<file path="src/rtl/pwmw_pkg.sv">
package pwmw_pkg;
  localparam int unsigned NUM_CH   = 4;
  localparam int unsigned CNT_W    = 15;
  localparam int unsigned CMP_W    = CNT_W + 1;
  localparam int unsigned PRE_W    = 3;
  localparam int unsigned TOP_INIT = 1000;

  typedef enum logic {
    MODE_EDGE   = 1'b0,
    MODE_CENTER = 1'b1
  } cnt_mode_e;
endpackage

</file>
<file path="src/rtl/pwmw_prescaler.sv">
module pwmw_prescaler #(
  parameter int unsigned PRE_W = 3
) (
  input  logic             clk,
  input  logic             rst,
  input  logic [PRE_W-1:0] sel,
  output logic             tick
);
  localparam int unsigned DIV_W = (1 << PRE_W) - 1;

  logic [DIV_W-1:0] div_cnt;
  logic [DIV_W-1:0] mask;

  always_ff @(posedge clk) begin
    if (rst) div_cnt <= '0;
    else     div_cnt <= div_cnt + DIV_W'(1);
  end

  always_comb begin
    mask = (DIV_W'(1) << sel) - DIV_W'(1);
    tick = ((div_cnt & mask) == mask);
  end


  tick_spacing_chk: assert property (@(posedge clk) disable iff (rst)
    (tick && sel != '0) |=> (!tick || sel == '0));
endmodule

</file>
<file path="src/rtl/pwmw_counter.sv">
module pwmw_counter #(
  parameter int unsigned CNT_W    = 15,
  parameter int unsigned TOP_INIT = 1000
) (
  input  logic             clk,
  input  logic             rst,
  input  logic             tick,
  input  logic             mode_center,
  input  logic [CNT_W-1:0] top_in,
  input  logic             top_load,
  output logic [CNT_W-1:0] cnt,
  output logic [CNT_W-1:0] top_act,
  output logic             wrap,
  output logic             period_end
);
  import pwmw_pkg::*;

  logic [CNT_W-1:0] top_pend;
  cnt_mode_e        mode_pend, mode_act;
  logic             going_down;
  logic             step_down;

  always_comb begin
    step_down = going_down || (cnt >= top_act);
    if (mode_act == MODE_CENTER)
      wrap = tick && ((top_act == '0) || (step_down && cnt <= CNT_W'(1)));
    else
      wrap = tick && (cnt >= top_act);
  end

  always_ff @(posedge clk) begin
    if (rst) begin
      top_pend  <= CNT_W'(TOP_INIT);
      mode_pend <= MODE_EDGE;
    end else begin
      if (top_load) top_pend <= top_in;
      mode_pend <= mode_center ? MODE_CENTER : MODE_EDGE;
    end
  end

  always_ff @(posedge clk) begin
    if (rst) begin
      cnt        <= '0;
      going_down <= 1'b0;
      top_act    <= CNT_W'(TOP_INIT);
      mode_act   <= MODE_EDGE;
      period_end <= 1'b0;
    end else begin
      period_end <= wrap;
      if (wrap) begin
        cnt        <= '0;
        going_down <= 1'b0;
        top_act    <= top_pend;
        mode_act   <= mode_pend;
      end else if (tick) begin
        if (mode_act == MODE_CENTER && step_down) begin
          cnt        <= cnt - CNT_W'(1);
          going_down <= 1'b1;
        end else begin
          cnt <= cnt + CNT_W'(1);
        end
      end
    end
  end


  top_hold_chk: assert property (@(posedge clk) disable iff (rst)
    !wrap |=> $stable(top_act));


  edge_step_chk: assert property (@(posedge clk) disable iff (rst)
    (tick && mode_act == MODE_EDGE && !wrap) |=> (cnt == $past(cnt) + CNT_W'(1)));


  idle_hold_chk: assert property (@(posedge clk) disable iff (rst)
    !tick |=> $stable(cnt));


  cnt_range_chk: assert property (@(posedge clk) disable iff (rst)
    cnt <= top_act);


  pe_zero_chk: assert property (@(posedge clk) disable iff (rst)
    period_end |-> cnt == '0);
endmodule

</file>
<file path="src/rtl/pwmw_channel.sv">
module pwmw_channel #(
  parameter int unsigned CNT_W = 15
) (
  input  logic             clk,
  input  logic             rst,
  input  logic             wrap,
  input  logic [CNT_W-1:0] cnt,
  input  logic [CNT_W-1:0] top_act,
  input  logic [CNT_W:0]   cmp_in,
  input  logic             cmp_load,
  input  logic             disc,
  output logic             pwm
);
  localparam int unsigned CMP_W = CNT_W + 1;

  logic [CMP_W-1:0] cmp_pend, cmp_act;
  logic [CNT_W-1:0] duty;
  logic             invert;
  logic             raw;

  always_ff @(posedge clk) begin
    if (rst) begin
      cmp_pend <= '0;
      cmp_act  <= '0;
    end else begin
      if (cmp_load) cmp_pend <= cmp_in;
      if (wrap)     cmp_act  <= cmp_pend;
    end
  end

  always_comb begin
    duty   = cmp_act[CNT_W-1:0];
    invert = cmp_act[CNT_W];
    if (duty == '0)            raw = 1'b0;
    else if (duty >= top_act)  raw = 1'b1;
    else                       raw = (cnt < duty);
  end

  always_ff @(posedge clk) begin
    if (rst) pwm <= 1'b0;
    else     pwm <= disc ? 1'b0 : (raw ^ invert);
  end


  disc_low_chk: assert property (@(posedge clk) disable iff (rst)
    disc |=> !pwm);


  cmp_hold_chk: assert property (@(posedge clk) disable iff (rst)
    !wrap |=> $stable(cmp_act));


  zero_off_chk: assert property (@(posedge clk) disable iff (rst)
    (cmp_act == '0) |=> !pwm);
endmodule

</file>
<file path="src/rtl/pwm_wave_core.sv">
module pwm_wave_core
  import pwmw_pkg::*;
#(
  parameter int unsigned N_CH   = NUM_CH,
  parameter int unsigned C_W    = CNT_W,
  parameter int unsigned P_W    = PRE_W,
  parameter int unsigned TOP_RV = TOP_INIT
) (
  input  logic                    clk,
  input  logic                    rst,
  input  logic [P_W-1:0]          presc_sel,
  input  logic                    mode_center,
  input  logic [C_W-1:0]          top_in,
  input  logic                    top_load,
  input  logic [N_CH*(C_W+1)-1:0] cmp_in,
  input  logic                    cmp_load,
  input  logic [N_CH-1:0]         ch_disc,
  output logic [N_CH-1:0]         pwm_out,
  output logic                    period_end
);
  localparam int unsigned WORD_W = C_W + 1;

  logic           tick;
  logic           wrap;
  logic [C_W-1:0] cnt;
  logic [C_W-1:0] top_act;

  pwmw_prescaler #(.PRE_W(P_W)) u_presc (
    .clk  (clk),
    .rst  (rst),
    .sel  (presc_sel),
    .tick (tick)
  );

  pwmw_counter #(.CNT_W(C_W), .TOP_INIT(TOP_RV)) u_cnt (
    .clk         (clk),
    .rst         (rst),
    .tick        (tick),
    .mode_center (mode_center),
    .top_in      (top_in),
    .top_load    (top_load),
    .cnt         (cnt),
    .top_act     (top_act),
    .wrap        (wrap),
    .period_end  (period_end)
  );

  for (genvar k = 0; k < N_CH; k++) begin : g_ch
    pwmw_channel #(.CNT_W(C_W)) u_ch (
      .clk      (clk),
      .rst      (rst),
      .wrap     (wrap),
      .cnt      (cnt),
      .top_act  (top_act),
      .cmp_in   (cmp_in[k*WORD_W +: WORD_W]),
      .cmp_load (cmp_load),
      .disc     (ch_disc[k]),
      .pwm      (pwm_out[k])
    );
  end
endmodule

</file>
<file path="config.mk">
export PLATFORM = sky130hd
export DESIGN_NAME = pwm_wave_core
export DESIGN_NICKNAME = d
export VERILOG_FILES = /design/src/rtl/pwmw_pkg.sv /design/src/rtl/pwmw_prescaler.sv /design/src/rtl/pwmw_counter.sv /design/src/rtl/pwmw_channel.sv /design/src/rtl/pwm_wave_core.sv
export SDC_FILE = /design/constraint.sdc
export NUM_CORES = 1
export LEC_CHECK = 0
export BUFFER_PORTS_ARGS = -buffer_cell sky130_fd_sc_hd__buf_2
export CAP_MARGIN = 20
export CORE_MARGIN = 1
export CORE_UTILIZATION = 54
export CTS_CLUSTER_DIAMETER = 60
export DETAILED_ROUTE_END_ITERATION = 8
export GPL_TIMING_DRIVEN = 0
export HOLD_SLACK_MARGIN = 0.15
export PLACE_DENSITY_LB_ADDON = 0.15
export SYNTH_ARGS = -nofsm -noshare
export SYNTH_HDL_FRONTEND = slang
export SYNTH_SLANG_ARGS = --single-unit
</file>
<file path="constraint.sdc">
create_clock -name clk -period 2.85 [get_ports clk]
set_input_delay 0.285 -clock clk [delete_from_list [all_inputs] [get_ports clk]]
set_output_delay 0.285 -clock clk [all_outputs]
set_load 0.05 [all_outputs]
</file>
### Word level (Yosys, flattened, before mapping)

Cells that the tools add are included.

* register bits: 188
* latch bits: 0
* bits in writable memories: 0
* ROM bits: 0
* logic and storage cells: 69
* memories: 0

* add/sub/neg operators: 4
* multiply operators: 0
* divide/modulo/power cells: 0
* magnitude comparators: 10
* eq/ne operators: 1
* shift operators: 1
* mux-type cells: 11
* bitwise gates (word level): 5
* reduce and logical (&&, ||, !) cells: 17

Operator list (count)
* >= comparator 15 bit: 5
* logical NOT 15 bit: 5
* < comparator 15 bit: 4
* adder 15 x 1 -> 15 bit (second input constant): 1
* less-or-equal comparator 15 x 1 -> 1 bit (second input constant): 1
* 2-to-1 mux 15 bit: 1
* subtractor 15 x 1 -> 15 bit (second input constant): 1
* 2-to-1 mux 1 bit: 10
* OR reduction 2 bit: 5
* adder 7 x 1 -> 7 bit (second input constant): 1
* AND 7 bit: 1
* == test 7 bit: 1
* << shifter 1 x 3 -> 7 bit (first input constant): 1
* subtractor 7 x 2 -> 7 bit (second input constant): 1
* logical AND 1 bit: 4
* XOR 1 bit: 4
* logical OR 1 bit: 2
* AND reduction 2 bit: 1

### Longest topological paths before layout

* depth in word-level cells: 7
* depth in mapped cells: 14
* depth with buffers taken out: 10

### By module

A second synthesis with hierarchy kept.

* cells, all modules: 1243
* area total of the unflattened synthesis: 10959.3 µm²

Modules (own cells, without submodules)
* pwmw_channel: times used 4, cells each 220, area each 1964.4 µm²
* pwmw_counter: times used 1, cells each 325, area each 2770.2 µm²
* pwmw_prescaler: times used 1, cells each 38, area each 331.6 µm²

### Worst setup path before layout

Ideal clock, no wire load.

* kind: input -> register
* from: in presc_sel[2]
* to: reg u_cnt.cnt[12]
* setup time: 121 ps
* arrival: 2850 ps
* required time: 2729 ps
* setup slack: -120 ps
* stages on the path: 10
* buffers on the path: 1
* cell sequence: buf_6 -> or3_1 -> ha_1 -> nand2_1 -> nor2_1 -> o32a_1 -> or3_4 -> or4_1 -> mux2i_1 -> mux2_2

* word-level cells in the longest chain between the ends: 7
* elaborated cells between the ends (all ways): 8
* those cells by class: 1 x add/sub; 1 x eq/ne; 1 x shift; 1 x mux; 1 x bitwise; 3 x reduce/logical

RTL lines
* start, declared: RTL line pwm_wave_core.sv:11 `input logic [P_W-1:0] presc_sel,`
* << shifter 1 x 3 -> 7 bit *: RTL line pwmw_prescaler.sv:20 `mask = (DIV_W'(1) << sel) - DIV_W'(1);`
* subtractor 7 x 2 -> 7 bit *: RTL line pwmw_prescaler.sv:20
* AND 7 bit: RTL line pwmw_prescaler.sv:21 `tick = ((div_cnt & mask) == mask);`
* == test 7 bit *: RTL line pwmw_prescaler.sv:21
* logical AND 1 bit (on tied branches): RTL line pwmw_counter.sv:28, pwmw_counter.sv:26
* 2-to-1 mux 1 bit: RTL line pwmw_counter.sv:25 `if (mode_act == MODE_CENTER)`
* OR reduction 2 bit (no line)
* end signal, assigned: RTL line pwmw_counter.sv:57 `cnt <= cnt - CNT_W'(1);`
* end signal, assigned: RTL line pwmw_counter.sv:60 `cnt <= cnt + CNT_W'(1);`
* end, declared: RTL line pwmw_counter.sv:11 `output logic [CNT_W-1:0] cnt,`

Mark *: on every way between the ends. The rest lies on a longest branch, timed or not.
A chain may end at the register's enable or synchronous reset.

### Worst setup path in the final report

* from: reg u_cnt.top_act[1]
* to: reg g_ch[1].u_ch.pwm

* word-level cells in the longest chain between the ends: 4

RTL lines
* start, declared: RTL line pwmw_counter.sv:12 `output logic [CNT_W-1:0] top_act,`
* start signal, assigned: RTL line pwmw_counter.sv:45 `top_act <= CNT_W'(TOP_INIT);`
* start signal, assigned: RTL line pwmw_counter.sv:53 `top_act <= top_pend;`
* >= comparator 15 bit: RTL line pwmw_channel.sv:35 `else if (duty >= top_act) raw = 1'b1;`
* 2-to-1 mux 1 bit: RTL line pwmw_channel.sv:35
* 2-to-1 mux 1 bit: RTL line pwmw_channel.sv:34 `if (duty == '0) raw = 1'b0;`
* XOR 1 bit: RTL line pwmw_channel.sv:41 `else pwm <= disc ? 1'b0 : (raw ^ invert);`
* end signal, assigned: RTL line pwmw_channel.sv:41
* end, declared: RTL line pwmw_channel.sv:12 `output logic pwm`

No other way between the ends.

==> summary.txt <==
STA
  – Final worst slack: 0.0681 ns
  – Final setup violation count: 0
  – Tcrit/Tclk final: 97.6%
  – Final Slew Violations: 0
  – Post-Route Setup TNS: 0 ns
  – Fin Clk Skew: 0.0166 ns
  – Max Freq: 359 MHz
  – Worst slew pin tran: 0.881 ns
  – Fin. Hold Viols: 0
  – Minimum clock period: 2.78 ns
  – Slew Limit Headroom: 41.3%

Synth
  – Syn_nets: 1480
  – Post-synthesis simple-gate area fraction: 19.4%
  – Count leader, synth: dfxtp_1
  – Largest family of logic cells by synthesized area: simple AND/OR/NAND/NOR gates
  – Synthesized instance count: 1253
  – Netlist Area Pre-Place: 0.0105 mm^2
  – Compound-Gate Fraction of Synth Area: 14.2%
  – Post-synthesis adder-cell area fraction: 16.1%
  – XOR/XNOR Fraction of Synth Area: 0.581%
  – Yosys top cell area share: 35.7%
  – Multiplexer share of the synthesized area: 8.10%
  – Mapped Avg Cell Area: 8.42 um^2
  – Asr flop ratio synth: 0%
  – Yosys cell types: 61
  – Post-synth top area cell: dfxtp_1
  – Ys flop type: dfxtp_1
  – #FFs+latches synth: 188
  – Top cells by area, synth: dfxtp_1 36%, ha_1 16%, mux2i_1 7.2%
  – Top post-synthesis cells by count: 188 x dfxtp_1, 175 x nand2_1, 136 x ha_1
  – Post-synth EDFFs: 0
  – Post-synthesis sequential area ratio: 35.7%
  – YS warnings: 0

Clock tree
  – Root cell of the clock tree: clkbuf_16
  – Clk buf depth: 2
  – Worst skew pair latency: 0.45 ns
  – Clock transition at path regs: 0.08 ns
  – H-Tree Depth: 4
  – CTS tree: done
  – CTS Buf Count: 17
  – CTS sink count: 188

Global route
  – Vias in the first global route: 9446
  – Largest net degree at the start of global routing: 23
  – Total Routing Usage GR: 31.7%
  – First-pass GRT wire length: 48800 um
  – Initial antenna violation count: 0
  – Gr ovfl total: 0

Final layout
  – Design Area, Final: 0.0131 mm^2
  – Area of the multi-input gates: 0.00622 mm^2
  – Layout area overhead: 23.7%
  – Share of cells above drive strength 1: 14.0%
  – Antenna cells: 0
  – Post-route core utilization: 68.9%
  – Final nets: 1690
  – Layout fillers: 1551
  – Reg area: 0.00378 mm^2

Worst setup path
  – R2R setup slack: 0.07 ns
  – Critical path peak fanout: 5
  – WS Path Type: flip-flop to flip-flop
  – Worst r2r src: u_cnt.top_act[1]
  – CP Launch Type: flip-flop
  – R2r endpoint: g_ch[1].u_ch.pwm
  – Worst path top cell family by delay: compound AO/OA/AOI/OAI gates
  – Worst R2R Path Depth: 7
  – Slowest stage delay, CP: 0.52 ns
  – Crit path DAT: 3.09 ns
  – Slowest-stage cell, CP: a2111oi_1
  – Cell Chain, Critical Path: inv_1 -> ha_1 -> a211o_1 -> a2111oi_1 -> o21ai_0 -> a31o_2 -> o311ai_1
  – Worst path required time: 3.16 ns
  – CP Capture Type: flip-flop
  – Worst Path Buf+Inv: 1

Power and ir drop
  – Leak pwr: 5.66 nW
  – PnR Total Power: 0.00564 W
  – Cell Pwr Density: 432 mW/mm^2
  – Max VDD drop: 0.379 mV

Outcome
  – Run status: completed

Floorplan
  – Starting Density: 55.6%
  – Core area: 0.0190 mm^2
  – IO Count: 96
  – Num rows: 50
  – Total die area: 0.0201 mm^2
  – Chip height: 142 um
  – Die width: 142 um

Place
  – Worst slack, placed: -0.949 ns
  – Routability cong.: 0.955
  – Placed Instance Area: 0.0113 mm^2
  – Port bufs: 92
  – HPWL after DPL: 21400 um

Min path
  – Hold Crit Start: top_load
  – Hold Crit Class: input pin to flip-flop
  – Worst Hold End: u_cnt.top_pend[3]
  – Hold depth: 3

Routing
  – Total iterations of the first detailed-routing run: 7
  – Routed WL: 30800 um
  – DRC viols: 0
  – First DRT Iteration DRCs: 719
  – Vias per cell: 5.69
  – Antenna Violating Nets Remaining: 0
  – Per-cell routed wire length: 17.7 um
  – Vias: 9886

Run
  – # Max-Cap Violations: 0
-- report_power, final --
group	switching, W	total [W]	internal, W
combinational	0.000197	0.000418	0.000220
clock	0.00127	0.00248	0.00122
sequential	0.0000426	0.00274	0.00270
-- worst max-delay path by stage --
stage | cells past startpoint | endpoint | slack (ns) | startpoint
6_report | 7 | g_ch[1].u_ch.pwm | 0.07 | u_cnt.top_act[1]
5_1_grt | 11 | g_ch[3].u_ch.cmp_act[9] | -0.007 | u_cnt.cnt[5]
4_1_cts | 9 | u_cnt.cnt[14] | -0.05 | u_cnt.top_act[7]
3_5_place_dp | 12 | g_ch[1].u_ch.cmp_act[12] | -0.95 | u_cnt.cnt[0]
3_3_place_gp | 12 | g_ch[0].u_ch.cmp_act[2] | -0.88 | u_cnt.cnt[0]
2_1_floorplan | 10 | u_cnt.cnt[12] | -0.09 | presc_sel[2]
-- repair_timing --
item                                    4_1_cts  5_1_grt
cloned                                        0        0
setup buffers                                 3       15
hold buffers                                 81        0
endpoints found under the setup margin       98       94
gates resized for setup                      28       32
hold endpoints to repair                     81        0
pin swaps                                     0        3
-- cell type report --
cell class	count	area share, %
multi-input cells	911	47.6
clock buffers	17	3.26
clock inverters	15	1.60
well taps	260	2.49
flip-flops and latches	188	28.9
inverters	93	2.82
repair buffers	191	10.8
plain buffers	61	2.47
-- kinds of logic (layout without fill, tap and decap cells) --
| group | Yosys count | after routing |
|---|---|---|
| buffers and inverters | 154 | 377 |
| AND/OR/NAND/NOR | 443 | 443 |
| AO/OA/AOI/OAI | 241 | 241 |
| flip-flops | 188 | 188 |
| multiplexers | 84 | 84 |
| adder cells (fa/ha/maj) | 136 | 136 |
| XOR/XNOR | 7 | 7 |
-- sequential cells by signal (all words and copies together), names as in the netlist --
name / count
g_ch.u_ch.cmp_act: 64
g_ch.u_ch.cmp_pend: 64
g_ch.u_ch.pwm: 4
u_cnt.cnt: 15
u_cnt.going_down: 1
u_cnt.mode_act: 1
u_cnt.mode_pend: 1
u_cnt.period_end: 1
u_cnt.top_act: 15
u_cnt.top_pend: 15
u_presc.div_cnt: 7
-- layer usage --
metal | vias to the layer above | GRT usage, % | part of all wire [%]
met1 | 4634 | 40.8 | 44
met2 | 344 | 52.5 | 47
li1 | 4828 | - | -
met3 | 80 | 5.20 | 6.4
met5 | - | 0 | 0
met4 | 0 | 13.2 | 3.4
-- stage by stage --
step	std cells	hold slack [ns]
floorplan	1253	0.407
global placement	1605	0.440
detailed placement	1605	0.442
CTS	1721	0.165
global route	1736	0.189
finish	1736	0.176
-- tightest hold or removal path, cell delays in order --
cell and delay, ns:
buf_2 0.11, nor2b_1 0.11, a211o_1 0.10
-- cells in the final DEF (no fill, tap or decap), types with 4 or more instances in the layout --
cell type / n
dfxtp_1: 177
nand2_1: 174
ha_1: 135
nor2_1: 119
a21oi_1: 115
buf_2: 99
inv_1: 88
dlygate4sd3_1: 81
mux2i_1: 76
o21ai_0: 31
clkbuf_1: 31
buf_4: 27
nand4_1: 25
nor3_1: 23
nor4_1: 22
a21o_1: 18
a211o_1: 17
nand3_1: 17
clkbuf_16: 17
nor2b_1: 15
a211oi_1: 11
dfxtp_2: 11
nand2b_1: 9
nor3b_1: 9
and4_1: 7
a31oi_1: 7
mux2_2: 7
clkinv_8: 7
or3_1: 5
clkinvlp_4: 5
o211ai_1: 5
o2111ai_1: 5
xnor2_1: 5
clkbuf_4: 4
o21a_1: 4
and3_1: 4
No activity file was read; power rests on OpenSTA's default activity.
